--- src/rtl/quad_sipo_driver.sv ---
module quad_sipo_driver #(
  parameter int LANES = 4,
  parameter int DEPTH = 20
) (
  input  logic                   clk,
  input  logic                   rst,
  input  logic [LANES-1:0]       sin,
  input  logic                   dir,
  input  logic                   load,
  input  logic                   blank,
  input  logic                   invert,
  output logic [LANES*DEPTH-1:0] q,
  output logic                   sout
);
  localparam int CH = LANES * DEPTH;

  logic [CH-1:0] sr, sr_nx, lat, src;

  for (genvar c = 0; c < CH; c++) begin : g_ch
    logic from_lo, from_hi;
    if (c < LANES) begin : g_lo
      assign from_lo = sin[c];
    end else begin : g_lo
      assign from_lo = sr[c-LANES];
    end
    if (c >= CH - LANES) begin : g_hi
      assign from_hi = sin[c-(CH-LANES)];
    end else begin : g_hi
      assign from_hi = sr[c+LANES];
    end
    assign sr_nx[c] = dir ? from_hi : from_lo;
  end

  always_ff @(posedge clk) begin
    if (rst) begin
      sr  <= '0;
      lat <= '0;
    end else begin
      sr <= sr_nx;
      if (load) lat <= sr_nx;
    end
  end

  assign src  = load ? sr : lat;
  assign q    = blank ? '0 : (src ^ {CH{invert}});
  assign sout = dir ? sr[0] : sr[CH-1];
endmodule

--- config.mk ---
export PLATFORM = sky130hd
export DESIGN_NAME = quad_sipo_driver
export DESIGN_NICKNAME = d
export VERILOG_FILES = /design/src/rtl/quad_sipo_driver.sv
export SDC_FILE = /design/constraint.sdc
export NUM_CORES = 1
export LEC_CHECK = 0
export ABC_AREA = 1
export BUFFER_PORTS_ARGS = -buffer_cell sky130_fd_sc_hd__buf_4
export CORE_MARGIN = 5
export CORE_UTILIZATION = 30
export CTS_BUF_LIST = sky130_fd_sc_hd__clkbuf_2 sky130_fd_sc_hd__clkbuf_4 sky130_fd_sc_hd__clkbuf_8
export DETAILED_ROUTE_END_ITERATION = 10
export GPL_TIMING_DRIVEN = 0
export REMOVE_ABC_BUFFERS = 1
export SYNTH_ARGS = -nofsm -noshare
export SYNTH_HDL_FRONTEND = slang
export SYNTH_SLANG_ARGS = --single-unit
--- constraint.sdc ---
create_clock -name clk -period 0.9 [get_ports clk]
set_input_delay 0.045 -clock clk [delete_from_list [all_inputs] [get_ports clk]]
set_output_delay 0.045 -clock clk [all_outputs]
set_load 0.01 [all_outputs]
== Word-level counts from Yosys, hierarchy flattened ==
Cells that the tools add are included.

* Register bits: 160
* Input bits: 10

* Mux-type cells: 83
* Bitwise logic cells: 1

{| class="wikitable"
|+ Operator list
! cell !! count
|-
| $mux 80 || 2
|-
| $mux 1 || 81
|-
| $xor 80x80->80 || 1
|}

== Longest topological paths before layout ==
Gate-level depths: netlist (run 1).

* Word-level depth: 3
* Mapped depth: 8

== Least setup slack after synthesis (run 1) ==
No wires, ideal clock.

* Path kind: input to output
* Start: input port load
* End: output port q[69]
* Data arrival time: 0.814 ns
* Setup slack: 0.041 ns
* Cell stages on the path: 8
* Buffers on the path: 3
* Cell sequence: buf_4 inv_4 buf_6 buf_6 nand2_1 nand3_1 nand2_1 nor2_1

* Word-level cells in the longest chain between the ends: 3

{| class="wikitable"
|+ Ends and longest elaborated chain
! element !! RTL line !! text
|-
| from (decl) || 9 || <nowiki>input logic load,</nowiki>
|-
| $mux 80 || 44 || <nowiki>assign src = load ? sr : lat;</nowiki>
|-
| $xor 80x80->80 || 45 || <nowiki>assign q = blank ? '0 : (src ^ {CH{invert}});</nowiki>
|-
| $mux 80 || 45 ||
|-
| to (decl) || 12 || <nowiki>output logic [LANES*DEPTH-1:0] q,</nowiki>
|}

No other way between the ends.

== Worst setup path after layout (run 1) ==
* Start: register sr[0]
* End: output port q[0]

* Word-level cells in the longest chain between the ends: 3

{| class="wikitable"
|+ Ends and longest elaborated chain
! element !! RTL line !! text
|-
| from (decl) || 17 || <nowiki>logic [CH-1:0] sr, sr_nx, lat, src;</nowiki>
|-
| from (signal assigned) || 39 || <nowiki>sr <= sr_nx;</nowiki>
|-
| $mux 80 || 44 ||
|-
| $xor 80x80->80 || 45 ||
|-
| $mux 80 || 45 ||
|}

No other way between the ends.

==> impl_metrics.ini, run 1 <==
[floorplan]
num_io_pins = 91
die_y_microns = 174.7
initial_core_util_pct = 30.37
die-area_sq_um = 30530
coreArea_sq_um = 26800
die_w_microns = 174.7
core.rowCount = 60

[power]
power_density_nw_per_um2 = 1357
p_leak_nw = 5.321
vdd_ir_drop_max_uv = 918.7

[logic_synthesis]
synth_compound_area_share_pct = 9.837
synthesis.area_per_instance_sq_um = 6.209
ys.warnings.count = 0
synth.area.mux_share_pct = 0
area_share_of_fa_ha_maj_cells_after_synthesis_pct = 0
netlist_area_sq_um = 8140
netlist_instances = 1311
synth_xor_area_share_pct = 0
yosysSeqAreaShare_pct = 39.35
netlist-cell-type-count = 12
synth_simple_gate_area_share_pct = 44.41
synth.ff_latch_count = 160
main_combinational_cell_family_by_area_after_synthesis = simple AND/OR/NAND/NOR gates
synth.top_cell.area_share_pct = 39.35
yosys-top-cells-area = sky130_fd_sc_hd__dfxtp_1 39%, sky130_fd_sc_hd__nand2_1 26%, sky130_fd_sc_hd__nand3_1 15%, sky130_fd_sc_hd__a21oi_1 9.8%, sky130_fd_sc_hd__nor2_1 3.7%
yosysTopAreaCell = sky130_fd_sc_hd__dfxtp_1

[final_layout]
insertedDiodeCount = 0
final_nets = 1423
post_route_cells_drive_above_1_share_pct = 43.13
finalCoreUtilization_pct = 42.18
filler_cell_count = 2786
layout.cells.most_common = sky130_fd_sc_hd__nand2_1
area_taken_by_multi_input_logic_gates_sq_um = 5213
final-instance-count-excl-fill = 1767
layout.cell_area.non_filler_sq_um = 11300
most_frequent_cells_in_the_layout = 417 x sky130_fd_sc_hd__nand2_1, 192 x sky130_fd_sc_hd__nand3_1, 157 x sky130_fd_sc_hd__dfxtp_2, 154 x sky130_fd_sc_hd__buf_4, 149 x sky130_fd_sc_hd__a21oi_1
area.sequential_sq_um = 3400
syn2layout_area_growth_pct = 38.87

[place]
placed_cell_area_sq_um = 8901
detailedPlacementHpwl_mm = 12.81
numPlacedInstances = 1644
port_buffers = 90
finalWeightedCongestion = 0.7311

[routing]
route.final.wire_length_mm = 27.41
routed-via-count = 8972
route.detailed.vias_per_inst = 5.078
drt.antenna.violating_nets = 0
drt_pass1_iterations = 5
first_iter_violations = 510
detail_route.wl_per_cell_microns = 15.51
route.detailed.drc = 0

[timing]
finalClockSkew_ps = 11.76
hold_viol_final = 9
slew_violations = 0
number_of_setup_violations_in_the_final_report = 95
setup_slack_ps = -424.2
setup_tns_ps = -33200
relSlewSlack_pct = 58.44
grt_setup_unrepaired = yes
min_period_over_period_pct = 147.1
max_freq_ghz = 0.7552
whs_ps = -14.86
finalCriticalPeriod_ps = 1324
tightestPinTransition_ps = 621.4

[clock_network]
clkTransAtPathRegs_ps = 100
clockRootBuffer = sky130_fd_sc_hd__clkbuf_8
ctsHtreeMaxLevel = 4
clk_latency_ps = 450
tritoncts_clock_tree = done
clockBufferDepth = 2
tritoncts_sink_count = 160
cts_inserted_buffers = 17

[min_path]
hp-class = in -> reg

[status]
failed_checks = negative hold slack, negative setup slack
run_status = finished, violations left

[global_route]
grt_util_all_layers_pct = 17.20
antenna_found_initial = 0
grt_overflow = 0
grt_first_pass_wirelength_mm = 43.82
maximum_number_of_pins_on_one_net_before_global_route_repair = 89
via_count_of_the_first_global_routing_pass = 8718

[worst_setup_path]
cp-start-kind = flop
worst_ep_arrival_time_ps = 1280
critical_path_class = reg -> out
crit_fanout = 2
worstPathRequired_ps = 850
end_kind = output port

[flow_run]
max-cap-violations = 0
## worst max-delay path, stage by stage (launching register included)
cell and delay, ps:
sky130_fd_sc_hd__dfxtp_2 360, sky130_fd_sc_hd__nand2_2 70, sky130_fd_sc_hd__nand3_2 70, sky130_fd_sc_hd__nand2_1 60, sky130_fd_sc_hd__nor2_2 130, sky130_fd_sc_hd__buf_4 140
## cells by family (layout without fill, tap and decap cells)
kind of cell,Yosys count,in the layout
buffers and inverters,108,223
and+or+nand+nor,883,883
AOI/OAI and AO/OA,160,160
DFF,160,160
## cell usage after synthesis
library cell and count:
sky130_fd_sc_hd__clkbuf_1 39, sky130_fd_sc_hd__buf_4 5, sky130_fd_sc_hd__dfxtp_1 160, sky130_fd_sc_hd__inv_4 1, sky130_fd_sc_hd__buf_6 4, sky130_fd_sc_hd__buf_2 52
sky130_fd_sc_hd__nand3_1 240, sky130_fd_sc_hd__nand2_1 563, sky130_fd_sc_hd__nor2_1 80, sky130_fd_sc_hd__a21oi_1 160, sky130_fd_sc_hd__buf_1 3, sky130_fd_sc_hd__inv_2 4
## final cells by class
cell class / count / share of cell area (%)
well taps: 341 / 3.774
repair inverters: 2 / 0.2214
inverters: 5 / 0.7416
repair buffers: 184 / 15.16
flip-flops and latches: 160 / 30.07
multi-input cells: 1043 / 46.11
clock inverters: 12 / 1.538
clock buffers: 20 / 2.380
## routing by layer
metal / vias to the layer above / share of wire (%) / track usage, %
met5: - / 0 / 0
met4: 0 / 1.8 / 4.354
met3: 28 / 4.1 / 2.683
met2: 213 / 48 / 30.09
met1: 4250 / 46 / 22.20
li1: 4481 / - / -
## state kept, by name, summed over array words and instances, names as in the netlist
name and cells:
sr 80, lat 80
## path summary, 6_finish.rpt
kind                            startpoint  endpoint  slack [ps]  depth (start not counted)
worst max-delay path                 sr[0]      q[0]        -420                          5
worst min-delay path                   rst    sr[79]         -10                          2
worst max register to register       sr[0]    lat[4]          40                          5
worst min register to register     lat[74]   lat[74]         470                          2
## power breakdown
part | switching, mW | internal, mW | total [mW]
registers | 0.0328 | 7.13 | 7.16
clock network | 2.99 | 3.01 | 5.99
logic | 1.42 | 0.766 | 2.18
total | 4.43 | 10.9 | 15.3
## through the flow
step                total power, mW  hold WS (ps)  setup slack [ps]
floorplan                     8.080         114.1            -747.5
global placement              8.945         345.2             -2463
global route                  15.99        -23.01            -505.2
CTS                           15.34        -32.45            -472.6
finish                        15.34        -14.86            -424.2
detailed placement            9.018         354.8             -1154
## timing repair
action | 4_1_cts | 5_1_grt
gates cloned | 6 | 2
buffers inserted | 71 | 9
gates resized for setup | 299 | 145
hold endpoints to repair | 78 | 7
pin swaps | 123 | 98
setup endpoints to repair | 241 | 156
hold buffers | 4 | 2
Power figures use the tool's default switching activity.
==> run 2: changes to the inputs <==
Settings changed: ABC_AREA 1 to unset.
==> impl_metrics.ini, run 2 <==
[logic_synthesis]
number_of_synthesized_flops_with_an_enable_pin = 0
synth.top_cell.area_share_pct = 44.24
yosys-top-cells-area = sky130_fd_sc_hd__dfxtp_1 44%, sky130_fd_sc_hd__mux2i_1 33%, sky130_fd_sc_hd__a211oi_1 8.3%, sky130_fd_sc_hd__nor2_1 8.3%, sky130_fd_sc_hd__buf_6 2.2%
yosysTopAreaCell = sky130_fd_sc_hd__dfxtp_1
netlist_instances = 715
yosysMostFrequentCell = sky130_fd_sc_hd__mux2i_1
netlist-cell-type-count = 12
synthesis.area_per_instance_sq_um = 10.13
netlist_area_sq_um = 7239
yosysSeqAreaShare_pct = 44.24
postSynth.asyncResetShare_pct = 0
synth.ff_latch_count = 160
synthTopCellsByCount = 240 x sky130_fd_sc_hd__mux2i_1, 160 x sky130_fd_sc_hd__dfxtp_1, 160 x sky130_fd_sc_hd__nor2_1, 80 x sky130_fd_sc_hd__a211oi_1, 29 x sky130_fd_sc_hd__clkbuf_1
synth_top_flop_cell = sky130_fd_sc_hd__dfxtp_1
ys.warnings.count = 0

[timing]
setup_slack_ps = -561.9
grt_setup_unrepaired = yes
slew_violations = 0
finalCriticalPeriod_ps = 1462
number_of_setup_violations_in_the_final_report = 83
whs_ps = 92.92
finalClockSkew_ps = 11.49
max_freq_ghz = 0.6841
relSlewSlack_pct = 60.09
min_period_over_period_pct = 162.4
hold_viol_final = 0
tightestPinTransition_ps = 598.6

[flow_run]
max-cap-violations = 0

[min_path]
hp-class = in -> reg
hold_start = load
worstHoldPathCells = 3
worstHoldEndpoint = lat[20]

[floorplan]
num_io_pins = 91
coreArea_sq_um = 23610
core.rowCount = 56
die_y_microns = 165.3
initial_core_util_pct = 30.66
die_w_microns = 165.3
die-area_sq_um = 27340

[global_route]
grt_util_all_layers_pct = 12.91
antenna_found_initial = 0
grt_overflow = 0
grt_first_pass_wirelength_mm = 28.57
maximum_number_of_pins_on_one_net_before_global_route_repair = 89
via_count_of_the_first_global_routing_pass = 5512

[place]
numPlacedInstances = 1055
finalWeightedCongestion = 0.6797
port_buffers = 90
detailedPlacementHpwl_mm = 9.020
placed_cell_area_sq_um = 8009

[power]
comb_power_share_pct = 15.1
p_leak_nw = 4.397
int_pwr_mw = 11.39
clockPowerShare_pct = 37.2
power.switching_fraction_pct = 26.80
power_switching_mw = 4.169
share_seq_of_total_power_pct = 47.7
power_density_nw_per_um2 = 1498
vdd_ir_drop_max_uv = 677.0

[routing]
detail_route.wl_per_cell_microns = 16.46
route.final.wire_length_mm = 19.19
route.detailed.vias_per_inst = 4.791
first_iter_violations = 270
routed-via-count = 5586
drt.antenna.violating_nets = 0
drt_pass1_iterations = 6
route.detailed.drc = 0

[worst_setup_path]
worst-r2r-setup-slack_ps = -130
critical_path_class = reg -> out
max_stage_delay_ps = 340
worst_path_most_repeated_cell = sky130_fd_sc_hd__mux2i_1
cp.buffers_inverters = 1
worst_ep_arrival_time_ps = 1420
timing.rr.start = sr[0]
worstPathRequired_ps = 850
rr_endpoint = lat[4]
timing.critical_path.slowest_stage_cell = sky130_fd_sc_hd__dfxtp_2
critPathTopFamily = multiplexers
cp-start-kind = flop
reg2reg_depth = 5
crit_fanout = 3
end_kind = output port
path_cells = mux2i_1 > mux2i_1 > buf_4

[clock_network]
tritoncts_clock_tree = done
ctsHtreeMaxLevel = 4
clockBufferDepth = 2
clk_latency_ps = 430
clkTransAtPathRegs_ps = 90
clockRootBuffer = sky130_fd_sc_hd__clkbuf_8
cts_inserted_buffers = 17
tritoncts_sink_count = 160

[status]
run_status = finished, violations left
failed_checks = negative setup slack

[final_layout]
layout.cells.most_common = sky130_fd_sc_hd__nor2_1
insertedDiodeCount = 0
final_nets = 845
largestRegisters = lat x80, sr x80
filler_cell_count = 2213
syn2layout_area_growth_pct = 43.43
layout.cell_area.non_filler_sq_um = 10380
most_frequent_cells_in_the_layout = 160 x sky130_fd_sc_hd__nor2_1, 144 x sky130_fd_sc_hd__buf_4, 138 x sky130_fd_sc_hd__mux2i_1, 98 x sky130_fd_sc_hd__dfxtp_2, 61 x sky130_fd_sc_hd__dfxtp_1
final-instance-count-excl-fill = 1166
post_route_cells_drive_above_1_share_pct = 52.18
## run 2: changes by cell type in the layout (fill, tap and decap cells not counted), moves of 59 or more
cell	delta
sky130_fd_sc_hd__a21oi_1	-149
sky130_fd_sc_hd__dfxtp_2	-59
sky130_fd_sc_hd__nand3_1	-192
sky130_fd_sc_hd__nand2_1	-417
sky130_fd_sc_hd__mux2i_1	+138
sky130_fd_sc_hd__nor2_1	+116
sky130_fd_sc_hd__nand2_2	-143
## run 2: cell type report
class,count,area [sq um],share of cell area (%)
clock inverters,11,153.9,1.482
clock buffers,20,275.3,2.651
well taps,319,399.1,3.844
flip-flops and latches,160,3329,32.06
repair buffers,172,1555,14.98
multi-input cells,484,4671,44.98
## run 2: tightest hold or removal path: cells and delay by family
family          cells  cell delay [ps]
compound gates      1               50
simple gates        1              150
buf+inv             1              190
## run 2: through the flow
stage	power (mW)	utilization, %	setup TNS, ps	setup WS [ps]
floorplan	8.402	-	-73340	-916.7
global placement	9.406	33.48	-377090	-2496
detailed placement	9.409	33.92	-194210	-1126
CTS	15.37	39.14	-41930	-613.9
global route	16.25	43.98	-45280	-673.9
finish	15.56	43.98	-36930	-561.9
## run 2: what timing repair did
item / in CTS / in global routing
resized for setup: 98 / 216
pin swaps: 2 / 55
cloned: 3 / 3
buffers inserted: 65 / 12
hold buffers: 5 / 0
setup endpoints to repair: 241 / 162
endpoints found under the hold margin: 13 / 0
## run 2: cells by family (layout without fill, tap and decap cells)
family	after synthesis	in the layout	synth area share [%]
buffers and inverters	72	203	5.652
AOI/OAI and AO/OA	80	80	8.296
and+or+nand+nor	162	163	8.469
muxes	241	241	33.34
DFF	160	160	44.24
## run 2: power by group through the flow
stage,sequential [mW],combinational [mW],clock (mW)
CTS,7.39,2.02,5.96
global placement,7.55,1.85,0
global route,7.45,2.53,6.28
detailed placement,7.56,1.85,0
floorplan,7.53,0.873,0
finish,7.42,2.35,5.79
## run 2: metal layers
metal | GRT usage, % | vias to the layer above | wire, microns
met1 | 17.34 | 2725 | 9544
li1 | - | 2769 | -
met5 | 0 | - | 0
met4 | 3.525 | 0 | 169
met3 | 2.681 | 8 | 578
met2 | 21.12 | 84 | 8897
## run 2: how the worst max path moves through the flow
| stage | cells past startpoint | from | end |
|---|---|---|---|
| 5_1_grt | 3 | sr[0] | q[0] |
| 3_3_place_gp | 4 | blank | q[79] |
| 6_report | 3 | sr[75] | q[75] |
| 2_1_floorplan | 2 | blank | q[0] |
| 4_1_cts | 3 | sr[5] | q[5] |
| 3_5_place_dp | 5 | load | q[5] |
==> run 3: changes to the inputs <==
Settings changed: REMOVE_ABC_BUFFERS 1 to unset.
==> impl_metrics.ini, run 3 (same netlist as run 2, synthesis figures left out) <==
[clock_network]
tritoncts_sink_count = 160
clockRootBuffer = sky130_fd_sc_hd__clkbuf_8
ctsHtreeMaxLevel = 4
tritoncts_clock_tree = done
clkTransAtPathRegs_ps = 80
clk_latency_ps = 470
cts_inserted_buffers = 17
clockBufferDepth = 2

[global_route]
antenna_found_initial = 0
via_count_of_the_first_global_routing_pass = 5859
grt_util_all_layers_pct = 15.11
grt_first_pass_wirelength_mm = 32.13
grt_overflow = 0
maximum_number_of_pins_on_one_net_before_global_route_repair = 17

[timing]
tightestPinTransition_ps = 674.8
grt_setup_unrepaired = yes
number_of_setup_violations_in_the_final_report = 86
hold_viol_final = 0
min_period_over_period_pct = 162.3
finalClockSkew_ps = 8.594
setup_tns_ps = -39720
relSlewSlack_pct = 55.01
setup_slack_ps = -560.5
max_freq_ghz = 0.6847
slew_violations = 0
finalCriticalPeriod_ps = 1461

[worst_setup_path]
reg2reg_depth = 3
worst-r2r-setup-slack_ps = -90
timing.critical_path.to = q[35]
critical_path_class = reg -> out
end_kind = output port
cp-start-kind = flop
worstPathRequired_ps = 850
crit_fanout = 3
crit_start = sr[35]
rr_endpoint = lat[8]
worst_ep_arrival_time_ps = 1420
timing.rr.start = sr[4]

[floorplan]
die_y_microns = 165.3
num_io_pins = 91
core.rowCount = 56
die-area_sq_um = 27340
die_w_microns = 165.3
initial_core_util_pct = 30.66
coreArea_sq_um = 23610

[power]
vdd_ir_drop_max_uv = 802.7
p_leak_nw = 4.327
power_density_nw_per_um2 = 1421

[final_layout]
largestRegisters = lat x80, sr x80
final_nets = 902
area.sequential_sq_um = 3392
post_route_cells_drive_above_1_share_pct = 63.94
finalCoreUtilization_pct = 48.04
most_frequent_cells_in_the_layout = 160 x sky130_fd_sc_hd__nor2_1, 129 x sky130_fd_sc_hd__buf_4, 103 x sky130_fd_sc_hd__dfxtp_2, 92 x sky130_fd_sc_hd__mux2i_4, 83 x sky130_fd_sc_hd__mux2i_2
insertedDiodeCount = 0
filler_cell_count = 2141
layout.cell_area.non_filler_sq_um = 11340
layout.cells.most_common = sky130_fd_sc_hd__nor2_1
area_taken_by_multi_input_logic_gates_sq_um = 5321
syn2layout_area_growth_pct = 56.69

[routing]
route.detailed.vias_per_inst = 4.869
route.detailed.drc = 0
drt_pass1_iterations = 4
detail_route.wl_per_cell_microns = 17.72
routed-via-count = 5955
drt.antenna.violating_nets = 0
route.final.wire_length_mm = 21.67
first_iter_violations = 269

[status]
run_status = finished, violations left
failed_checks = negative setup slack

[min_path]
hp-class = in -> reg
worstHoldPathCells = 3

[place]
dp_slack_ps = -924.4
placed_cell_area_sq_um = 8569
finalWeightedCongestion = 0.7409
detailedPlacementHpwl_mm = 13.64
port_buffers = 87

[logic_synthesis]
mappedNetlistNets = 725

[flow_run]
max-cap-violations = 0
run 3: changes by cell type in the layout (fill, tap and decap cells not counted), moves of 7 or more:
cell	change
sky130_fd_sc_hd__dfxtp_1	-20
sky130_fd_sc_hd__buf_4	-15
sky130_fd_sc_hd__mux2i_1	-73
sky130_fd_sc_hd__mux2i_2	+31
sky130_fd_sc_hd__buf_6	+30
sky130_fd_sc_hd__mux2i_4	+42
sky130_fd_sc_hd__buf_2	+19
sky130_fd_sc_hd__dfxtp_4	+15
sky130_fd_sc_hd__buf_16	-7
sky130_fd_sc_hd__clkbuf_1	+17
run 3: repair_timing:
| item | 4_1_cts | 5_1_grt |
|---|---|---|
| endpoints found under the hold margin | 15 | 0 |
| pin swaps | 3 | 43 |
| hold buffers | 4 | 0 |
| setup endpoints to repair | 81 | 175 |
| buffers inserted | 68 | 7 |
| resized for setup | 187 | 248 |
run 3: cell type report:
cell class	instances	share of cell area, %
timing repair buffer	160	11.74
tap	319	3.519
buffer	70	4.048
sequential	160	29.90
multi-input combinational	483	46.91
clock buffer	19	2.195
clock inverter	12	1.688
run 3: worst max-delay path: stages, from the launching register on:
cell and delay, ps:
sky130_fd_sc_hd__dfxtp_2 350, sky130_fd_sc_hd__mux2i_4 210, sky130_fd_sc_hd__mux2i_4 270, sky130_fd_sc_hd__buf_6 120
run 3: how the worst min path moves through the flow:
stage | end | from | slack [ps]
finish | sr[79] | dir | 20
detailed placement | sr[2] | sin[2] | 330
floorplan | sr[0] | sin[0] | 210
CTS | sr[79] | dir | 20
global route | sr[79] | dir | 60
global placement | sr[78] | sin[2] | 330
run 3: stage by stage:
| step | std cells | hold slack, ps | total power, mW |
|---|---|---|---|
| finish | 1223 | 16.66 | 16.12 |
| global route | 1223 | 62.52 | 16.69 |
| CTS | 1222 | 22.40 | 15.80 |
| detailed placement | 1121 | 331.0 | 9.720 |
| global placement | 1121 | 328.8 | 9.707 |
| floorplan | 715 | 208.7 | 8.975 |
run 3: layer usage:
layer | vias up | wire length [microns] | GRT usage (%)
met5 | - | 0 | 0
met4 | 0 | 242 | 4.499
met3 | 20 | 792 | 2.755
met2 | 108 | 10540 | 23.39
met1 | 2924 | 10100 | 21.52
li1 | 2903 | - | -
run 3: power by group:
part	leakage [nW]	internal [mW]	total [mW]	switching, mW
Sequential	1.36	7.26	7.43	0.169
Combinational	2.74	1.27	2.66	1.39
Clock	0.226	3.32	6.03	2.70
